`src/rtl/spi_eeprom_guard_pkg.sv`:
```
package spi_eeprom_guard_pkg;

    localparam logic [7:0] OPC_WREN  = 8'h06;
    localparam logic [7:0] OPC_WRDI  = 8'h04;
    localparam logic [7:0] OPC_RDSR  = 8'h05;
    localparam logic [7:0] OPC_WRSR  = 8'h01;
    localparam logic [7:0] OPC_READ  = 8'h03;
    localparam logic [7:0] OPC_WRITE = 8'h02;

    typedef enum logic [2:0] {
        PH_CMD, PH_ADDR_HI, PH_ADDR_LO, PH_DATA, PH_SKIP
    } phase_t;

    typedef enum logic [2:0] {
        OP_NONE, OP_RDSR, OP_WRSR, OP_READ, OP_WRITE
    } op_t;

    typedef struct packed {
        logic       lock_en;
        logic [2:0] region;
        logic       wel;
        logic       busy;
    } status_t;

    function automatic logic [7:0] pack_status(status_t s);
        return {s.lock_en, 2'b00, s.region, s.wel, s.busy};
    endfunction

    // Number of bytes protected from address zero for a region code.
    function automatic int unsigned region_bytes(logic [2:0] code, int addr_w, int page_w);
        case (code)
            3'd1:    return 32'd1 << page_w;
            3'd2:    return 32'd2 << page_w;
            3'd3:    return 32'd4 << page_w;
            3'd4:    return 32'd8 << page_w;
            3'd5:    return 32'd1 << (addr_w - 2);
            3'd6:    return 32'd1 << (addr_w - 1);
            3'd7:    return 32'd1 << addr_w;
            default: return 32'd0;
        endcase
    endfunction

endpackage

```
`src/rtl/spi_eeprom_guard_sync.sv`:
```
module spi_eeprom_guard_sync #(
    parameter int W = 1,
    parameter logic [W-1:0] RST_VAL = '0
) (
    input  logic         clk,
    input  logic         rst,
    input  logic [W-1:0] d,
    output logic [W-1:0] q
);
    for (genvar i = 0; i < W; i++) begin : g_bit
        logic s1, s2;
        always_ff @(posedge clk) begin
            if (rst) begin
                s1 <= RST_VAL[i];
                s2 <= RST_VAL[i];
            end else begin
                s1 <= d[i];
                s2 <= s1;
            end
        end
        assign q[i] = s2;
    end
endmodule

```
`src/rtl/spi_eeprom_guard_region.sv`:
```
module spi_eeprom_guard_region
    import spi_eeprom_guard_pkg::*;
#(
    parameter int ADDR_W = 15,
    parameter int PAGE_W = 6
) (
    input  logic [ADDR_W-1:0] addr,
    input  logic [2:0]        code,
    output logic              hit
);
    always_comb hit = 32'(addr) < region_bytes(code, ADDR_W, PAGE_W);
endmodule

```
`src/rtl/spi_eeprom_guard_pgbuf.sv`:
```
module spi_eeprom_guard_pgbuf #(
    parameter int PAGE_W = 6
) (
    input  logic              clk,
    input  logic              rst,
    input  logic              clr,
    input  logic              wr_en,
    input  logic [PAGE_W-1:0] wr_idx,
    input  logic [7:0]        wr_data,
    input  logic [PAGE_W-1:0] rd_idx,
    output logic [7:0]        rd_data,
    output logic              rd_mask
);
    localparam int PAGE_B = 1 << PAGE_W;

    logic [7:0]        bytes_q [PAGE_B];
    logic [PAGE_B-1:0] mask_q;

    always_ff @(posedge clk) begin
        if (rst || clr)
            mask_q <= '0;
        else if (wr_en)
            mask_q[wr_idx] <= 1'b1;
    end

    always_ff @(posedge clk) begin
        if (wr_en)
            bytes_q[wr_idx] <= wr_data;
    end

    assign rd_data = bytes_q[rd_idx];
    assign rd_mask = mask_q[rd_idx];
endmodule

```
`src/rtl/spi_eeprom_guard.sv`:
```
module spi_eeprom_guard
    import spi_eeprom_guard_pkg::*;
#(
    parameter int ADDR_W    = 15,
    parameter int PAGE_W    = 6,
    parameter int WR_CYCLES = 1_250_000
) (
    input  logic              clk,
    input  logic              rst,
    input  logic              sck,
    input  logic              cs_n,
    input  logic              si,
    input  logic              hold_n,
    input  logic              wp_n,
    output logic              so,
    output logic              so_en,
    output logic [ADDR_W-1:0] mem_addr,
    output logic [7:0]        mem_wdata,
    output logic              mem_we,
    input  logic [7:0]        mem_rdata
);
    localparam int PAGE_B = 1 << PAGE_W;
    localparam int CNT_W  = $clog2(WR_CYCLES + 1);
    localparam int PG_NUM_W = ADDR_W - PAGE_W;

    // synchronized pins
    logic sck_s, cs_s, si_s, hold_s, wp_s;
    logic sck_q, cs_q;

    spi_eeprom_guard_sync #(.W(5), .RST_VAL(5'b01011)) u_sync (
        .clk (clk),
        .rst (rst),
        .d   ({sck, cs_n, si, hold_n, wp_n}),
        .q   ({sck_s, cs_s, si_s, hold_s, wp_s})
    );

    logic active, sck_rise, sck_fall, cs_rise, cs_fall;
    assign active   = !cs_s && hold_s;
    assign sck_rise = active && sck_s && !sck_q;
    assign sck_fall = active && !sck_s && sck_q;
    assign cs_rise  = cs_s && !cs_q;
    assign cs_fall  = !cs_s && cs_q;

    // status register
    logic       busy, wel, lock_en;
    logic [2:0] region;
    status_t    st;
    assign st = '{lock_en: lock_en, region: region, wel: wel, busy: busy};

    // frame state
    phase_t             phase;
    op_t                op;
    logic [2:0]         bit_idx;
    logic [6:0]         rx;
    logic [7:0]         rx_byte;
    logic [ADDR_W-1:0]  addr;
    logic               got, abort;
    logic               new_lock;
    logic [2:0]         new_region;
    logic [6:0]         tx;
    logic [7:0]         tx_byte;
    logic               so_q;

    // write engine
    logic [CNT_W-1:0]    cyc;
    logic                prog_arr;
    logic [PG_NUM_W-1:0] prog_page;

    assign rx_byte = {rx, si_s};
    assign tx_byte = (op == OP_RDSR) ? pack_status(st) : mem_rdata;

    logic prot_hit;
    spi_eeprom_guard_region #(.ADDR_W(ADDR_W), .PAGE_W(PAGE_W)) u_region (
        .addr (addr),
        .code (region),
        .hit  (prot_hit)
    );

    logic       buf_wr;
    logic [7:0] buf_rd;
    logic       buf_mask;
    assign buf_wr = sck_rise && (bit_idx == 3'd7) && (phase == PH_DATA) && (op == OP_WRITE);

    spi_eeprom_guard_pgbuf #(.PAGE_W(PAGE_W)) u_pgbuf (
        .clk     (clk),
        .rst     (rst),
        .clr     (cs_fall && !busy),
        .wr_en   (buf_wr),
        .wr_idx  (addr[PAGE_W-1:0]),
        .wr_data (rx_byte),
        .rd_idx  (cyc[PAGE_W-1:0]),
        .rd_data (buf_rd),
        .rd_mask (buf_mask)
    );

    always_ff @(posedge clk) begin
        if (rst) begin
            sck_q      <= 1'b0;
            cs_q       <= 1'b1;
            busy       <= 1'b0;
            wel        <= 1'b0;
            lock_en    <= 1'b0;
            region     <= '0;
            phase      <= PH_CMD;
            op         <= OP_NONE;
            bit_idx    <= '0;
            rx         <= '0;
            addr       <= '0;
            got        <= 1'b0;
            abort      <= 1'b0;
            new_lock   <= 1'b0;
            new_region <= '0;
            tx         <= '0;
            so_q       <= 1'b0;
            cyc        <= '0;
            prog_arr   <= 1'b0;
            prog_page  <= '0;
        end else begin
            sck_q <= sck_s;
            cs_q  <= cs_s;

            if (busy) begin
                if (cyc == CNT_W'(WR_CYCLES - 1))
                    busy <= 1'b0;
                else
                    cyc <= cyc + CNT_W'(1);
            end

            if (cs_s) begin
                phase   <= PH_CMD;
                op      <= OP_NONE;
                bit_idx <= '0;
                got     <= 1'b0;
                abort   <= 1'b0;
            end else if (sck_rise) begin
                rx      <= rx_byte[6:0];
                bit_idx <= bit_idx + 3'd1;
                if (bit_idx == 3'd7) begin
                    case (phase)
                        PH_CMD: begin
                            if (busy && rx_byte != OPC_RDSR) begin
                                phase <= PH_SKIP;
                            end else begin
                                case (rx_byte)
                                    OPC_WREN:  begin wel <= 1'b1; phase <= PH_SKIP; end
                                    OPC_WRDI:  begin wel <= 1'b0; phase <= PH_SKIP; end
                                    OPC_RDSR:  begin op <= OP_RDSR;  phase <= PH_DATA; end
                                    OPC_WRSR:  begin op <= OP_WRSR;  phase <= PH_DATA; end
                                    OPC_READ:  begin op <= OP_READ;  phase <= PH_ADDR_HI; end
                                    OPC_WRITE: begin op <= OP_WRITE; phase <= PH_ADDR_HI; end
                                    default:   phase <= PH_SKIP;
                                endcase
                            end
                        end
                        PH_ADDR_HI: begin
                            addr[ADDR_W-1:8] <= rx_byte[ADDR_W-9:0];
                            phase <= PH_ADDR_LO;
                        end
                        PH_ADDR_LO: begin
                            addr[7:0] <= rx_byte;
                            phase <= PH_DATA;
                        end
                        PH_DATA: begin
                            if (op == OP_WRITE) begin
                                got <= 1'b1;
                                if (prot_hit)
                                    abort <= 1'b1;
                                addr[PAGE_W-1:0] <= addr[PAGE_W-1:0] + PAGE_W'(1);
                            end else if (op == OP_WRSR) begin
                                new_lock   <= rx_byte[7];
                                new_region <= rx_byte[4:2];
                                got        <= 1'b1;
                                phase      <= PH_SKIP;
                            end
                        end
                        default: ;
                    endcase
                end
            end else if (sck_fall && phase == PH_DATA && (op == OP_READ || op == OP_RDSR)) begin
                if (bit_idx == 3'd0) begin
                    so_q <= tx_byte[7];
                    tx   <= tx_byte[6:0];
                    if (op == OP_READ)
                        addr <= addr + ADDR_W'(1);
                end else begin
                    so_q <= tx[6];
                    tx   <= {tx[5:0], 1'b0};
                end
            end

            if (cs_rise) begin
                if (op == OP_WRITE) begin
                    wel <= 1'b0;
                    if (wel && got && !abort) begin
                        busy      <= 1'b1;
                        cyc       <= '0;
                        prog_arr  <= 1'b1;
                        prog_page <= addr[ADDR_W-1:PAGE_W];
                    end
                end else if (op == OP_WRSR) begin
                    wel <= 1'b0;
                    if (wel && got && !(lock_en && !wp_s)) begin
                        lock_en  <= new_lock;
                        region   <= new_region;
                        busy     <= 1'b1;
                        cyc      <= '0;
                        prog_arr <= 1'b0;
                    end
                end
            end
        end
    end

    assign so        = so_q;
    assign so_en     = active;
    assign mem_we    = busy && prog_arr && (32'(cyc) < PAGE_B) && buf_mask;
    assign mem_addr  = busy ? {prog_page, cyc[PAGE_W-1:0]} : addr;
    assign mem_wdata = buf_rd;
endmodule

```
`config.mk`:
```
export PLATFORM = sky130hd
export DESIGN_NAME = spi_eeprom_guard
export DESIGN_NICKNAME = d
export VERILOG_FILES = /design/src/rtl/spi_eeprom_guard_pkg.sv /design/src/rtl/spi_eeprom_guard_sync.sv /design/src/rtl/spi_eeprom_guard_region.sv /design/src/rtl/spi_eeprom_guard_pgbuf.sv /design/src/rtl/spi_eeprom_guard.sv
export SDC_FILE = /design/constraint.sdc
export NUM_CORES = 1
export LEC_CHECK = 0
export BUFFER_PORTS_ARGS = -buffer_cell sky130_fd_sc_hd__buf_2
export CAP_MARGIN = 20
export CORE_UTILIZATION = 35
export DETAILED_ROUTE_END_ITERATION = 8
export PLACE_DENSITY = 0.58
export SLEW_MARGIN = 15
export SYNTH_ARGS = -nofsm -noshare
export SYNTH_HDL_FRONTEND = slang
export SYNTH_SLANG_ARGS = --single-unit
```
`constraint.sdc`:
```
create_clock -name clk -period 3.65 [get_ports clk]
set_clock_uncertainty 0.05 [all_clocks]
set_input_delay 0.73 -clock clk [delete_from_list [all_inputs] [get_ports clk]]
set_output_delay 0.73 -clock clk [all_outputs]
set_load 0.005 [all_outputs]
```
==> flow_summary.yaml <==
timing:
  relSlewSlack_pct: 27.2
  hold_viol: 0
  rsz0062_at_grt: "true"
  setup_viol_count_final: 3
  fin_ws_ps: -33.6
  fin_crit_ps: 3680
  worst_pin_slew_ps: 1090
  period_share_pct: 101
  fmax_mhz: 271
  slew_violations: 0
clocking:
  path_clk_slew_ps: 60
  cts_buffers: 73
  cts_root_buf: "clkbuf_16"
  clkSinkCount: 670
  insertion_delay_ps: 620
  cts_max_level: 3
  cts_max_path_buffers: 3
  cts_tree: "built"
synthesis:
  synth.area.top_cells: "edfxtp_1, dfxtp_1, mux4_2"
  postSynthAreaPerCell_um2: 16.2
  synth-edff-count: 512
  ys_seq_area_share_pct: 68.7
  async_flop_share_pct: 0
  ys.flop_type: "edfxtp_1"
  synth_area_leader_cell: "edfxtp_1"
  synth_area_mm2: 0.0270
  ys_ff_latch: 670
  ys.warnings.count: 0
  synth_top_area_share_pct: 57.0
  syn_inst: 1664
  synth_nets: 1689
  synth_cell_types: 73
placed_design:
  gp_congestion: 0.821
  io_buffers: 40
  hpwl_mm: 44.0
  dp_slack_ps: 314
status:
  failed_checks: "setup timing"
  status: "complete, but fails checks"
setup_path:
  end_kind: "output pin"
  timing.rr.end: "u_pgbuf.bytes_q[9][6]"
  cp_num_cells: 7
  cp.required_ps: 2870
  reg2reg_slack_ps: 590
  cp_num_buf_inv: 3
  cp.arrival_ps: 2900
  cp_slowest_cell: "mux4_2"
  cp_slowest_stage_delay_ps: 500
  r2r_start: "u_sync.g_bit[3].s2"
  rr_worst_depth: 4
  cp-start-kind: "flip-flop"
  crit_path_cell_trace: "buf_12 -> buf_12 -> mux4_2 -> mux4_2 -> o311ai_4 -> a211oi_4 -> buf_2"
  cp_max_fo: 6
  path_delay_family: "multiplexers"
  criticalPathCategory: "flip-flop to output pin"
grt:
  grt_pass1_vias: 16000
  grt_usage_pct: 18.1
  grt_pass1_wl_mm: 104
  antenna_found_initial: 0
  grt-ovfl-total: 0
  grt_max_degree: 69
power:
  peakVddDrop_uv: 315
  powerDensity_mw_per_mm2: 479
  p_leak_nw: 10.8
  total_power_mw: 15.7
floorplan:
  die_w_um: 280
  dieHeight_um: 280
  placementRows: 101
  coreArea_mm2: 0.0761
  boundaryPins: 41
  die-area_mm2: 0.0782
  initial_core_util_pct: 35.5
finish:
  final_common_cell: "edfxtp_1"
  fin_nets: 1876
  synthToLayoutAreaGrowth_pct: 21.5
  nFillCells: 6767
  final_cell_mix: "edfxtp_1, dfxtp_1, mux4_2"
  diodes: 0
  final_layout_size_suffix_gt1_share_pct: 31.8
run:
  drv_cap: 0
hold_path:
  min_from: "hold_n"
  holdPathStages: 2
  hold_path_end: "u_sync.g_bit[1].s1"
  hold_class: "input port to flip-flop"
routing:
  wirelength_mm: 70.9
  wl_per_cell_um: 24.1
  drtIter0Drc: 1423
  antenna_left: 0
  vias_per_cell: 5.37
  dr.pass1.iters: 5
  via_count: 15800
  drc_errors: 0
cells by family (layout without fill, tap and decap cells):
group	after synthesis	after routing	synth area share (%)
AO/OA/AOI/OAI	299	299	7.70
flip-flops	670	670	68.7
XOR/XNOR	7	7	0.227
buffers and inverters	122	368	2.11
AND/OR/NAND/NOR	368	368	7.28
adder cells (fa/ha/maj)	10	10	0.464
multiplexers	188	188	13.5
final cells by class:
cell class / instances / area, um2 / area share, %
Clock inverter: 34 / 405 / 1.24
Timing Repair Buffer: 218 / 2050 / 6.25
Multi-Input combinational cell: 872 / 8380 / 25.6
Clock buffer: 100 / 2040 / 6.22
Tap cell: 1030 / 1290 / 3.93
Inverter: 16 / 60.1 / 0.183
Sequential cell: 670 / 18600 / 56.6
Yosys cell counts (7+ instances only):
master and number:
ha_1 10, mux4_2 140, edfxtp_1 512, nor2_4 8, a211o_1 7, nand3_1 22
mux2i_1 34, or3_1 14, o211ai_1 9, mux2_2 14, buf_6 7, a22oi_1 29
or3b_2 7, a211oi_1 10, o21a_1 65, a221oi_1 14, o21ai_0 30, nand2_1 93
nor3_1 15, a21oi_1 68, nand4_1 8, nor2_1 112, and3_1 10, dfxtp_1 158
inv_1 16, nand3b_1 9, clkbuf_1 64, o221ai_1 9, buf_4 9, nor2b_1 11
a22o_1 15, buf_2 20, or2_2 11
sequential cells by signal, summed over array words and instances, names as in the netlist, 5 cells and up:
register and cells:
u_sync.g_bit.s1 5, rx 7, u_pgbuf.bytes_q 512, u_sync.g_bit.s2 5, tx 7, cyc 21
prog_page 9, u_pgbuf.mask_q 64, addr 15
stage by stage:
stage | utilization, % | instances | setup TNS, ps | instance area (um2) | hold slack [ps]
after floorplan | - | 1664 | 0 | 27000 | 339
after CTS | 42.7 | 2928 | -167 | 32500 | 229
after detailed placement | 38.3 | 2756 | 0 | 29200 | 348
after global placement | 38.3 | 2756 | 0 | 29200 | 348
final | 43.1 | 2940 | -54.4 | 32800 | 262
after global routing | 43.1 | 2940 | -321 | 32800 | 255
power breakdown:
group          switching, mW  internal [mW]  leakage [nW]
Sequential           0.00656           8.11          6.14
Combinational         0.0507         0.0204          3.44
Clock                   3.05           4.46          1.20
metal layers:
metal / global-route usage [%] / vias to the layer above / wire [um]
met4: 7.09 / 0 / 2270
met5: 0 / - / 0
met3: 3.05 / 119 / 3720
li1: - / 7008 / -
met2: 30.0 / 444 / 34800
met1: 23.7 / 8212 / 30000
worst max-delay path by stage:
stage	to	startpoint
after global routing	mem_we	cyc[0]
after floorplan	mem_wdata[1]	cyc[0]
after CTS	mem_we	cyc[0]
after global placement	mem_wdata[2]	cyc[0]
final	mem_we	cyc[0]
after detailed placement	mem_wdata[0]	cyc[0]
what timing repair did:
action / CTS / global route
hold buffers: 0 / 0
pin swaps: 15 / 22
setup endpoints to repair: 9 / 9
setup buffers: 34 / 10
cloned: 5 / 2
gates resized for setup: 83 / 27
(Power assumes the default switching activity.)
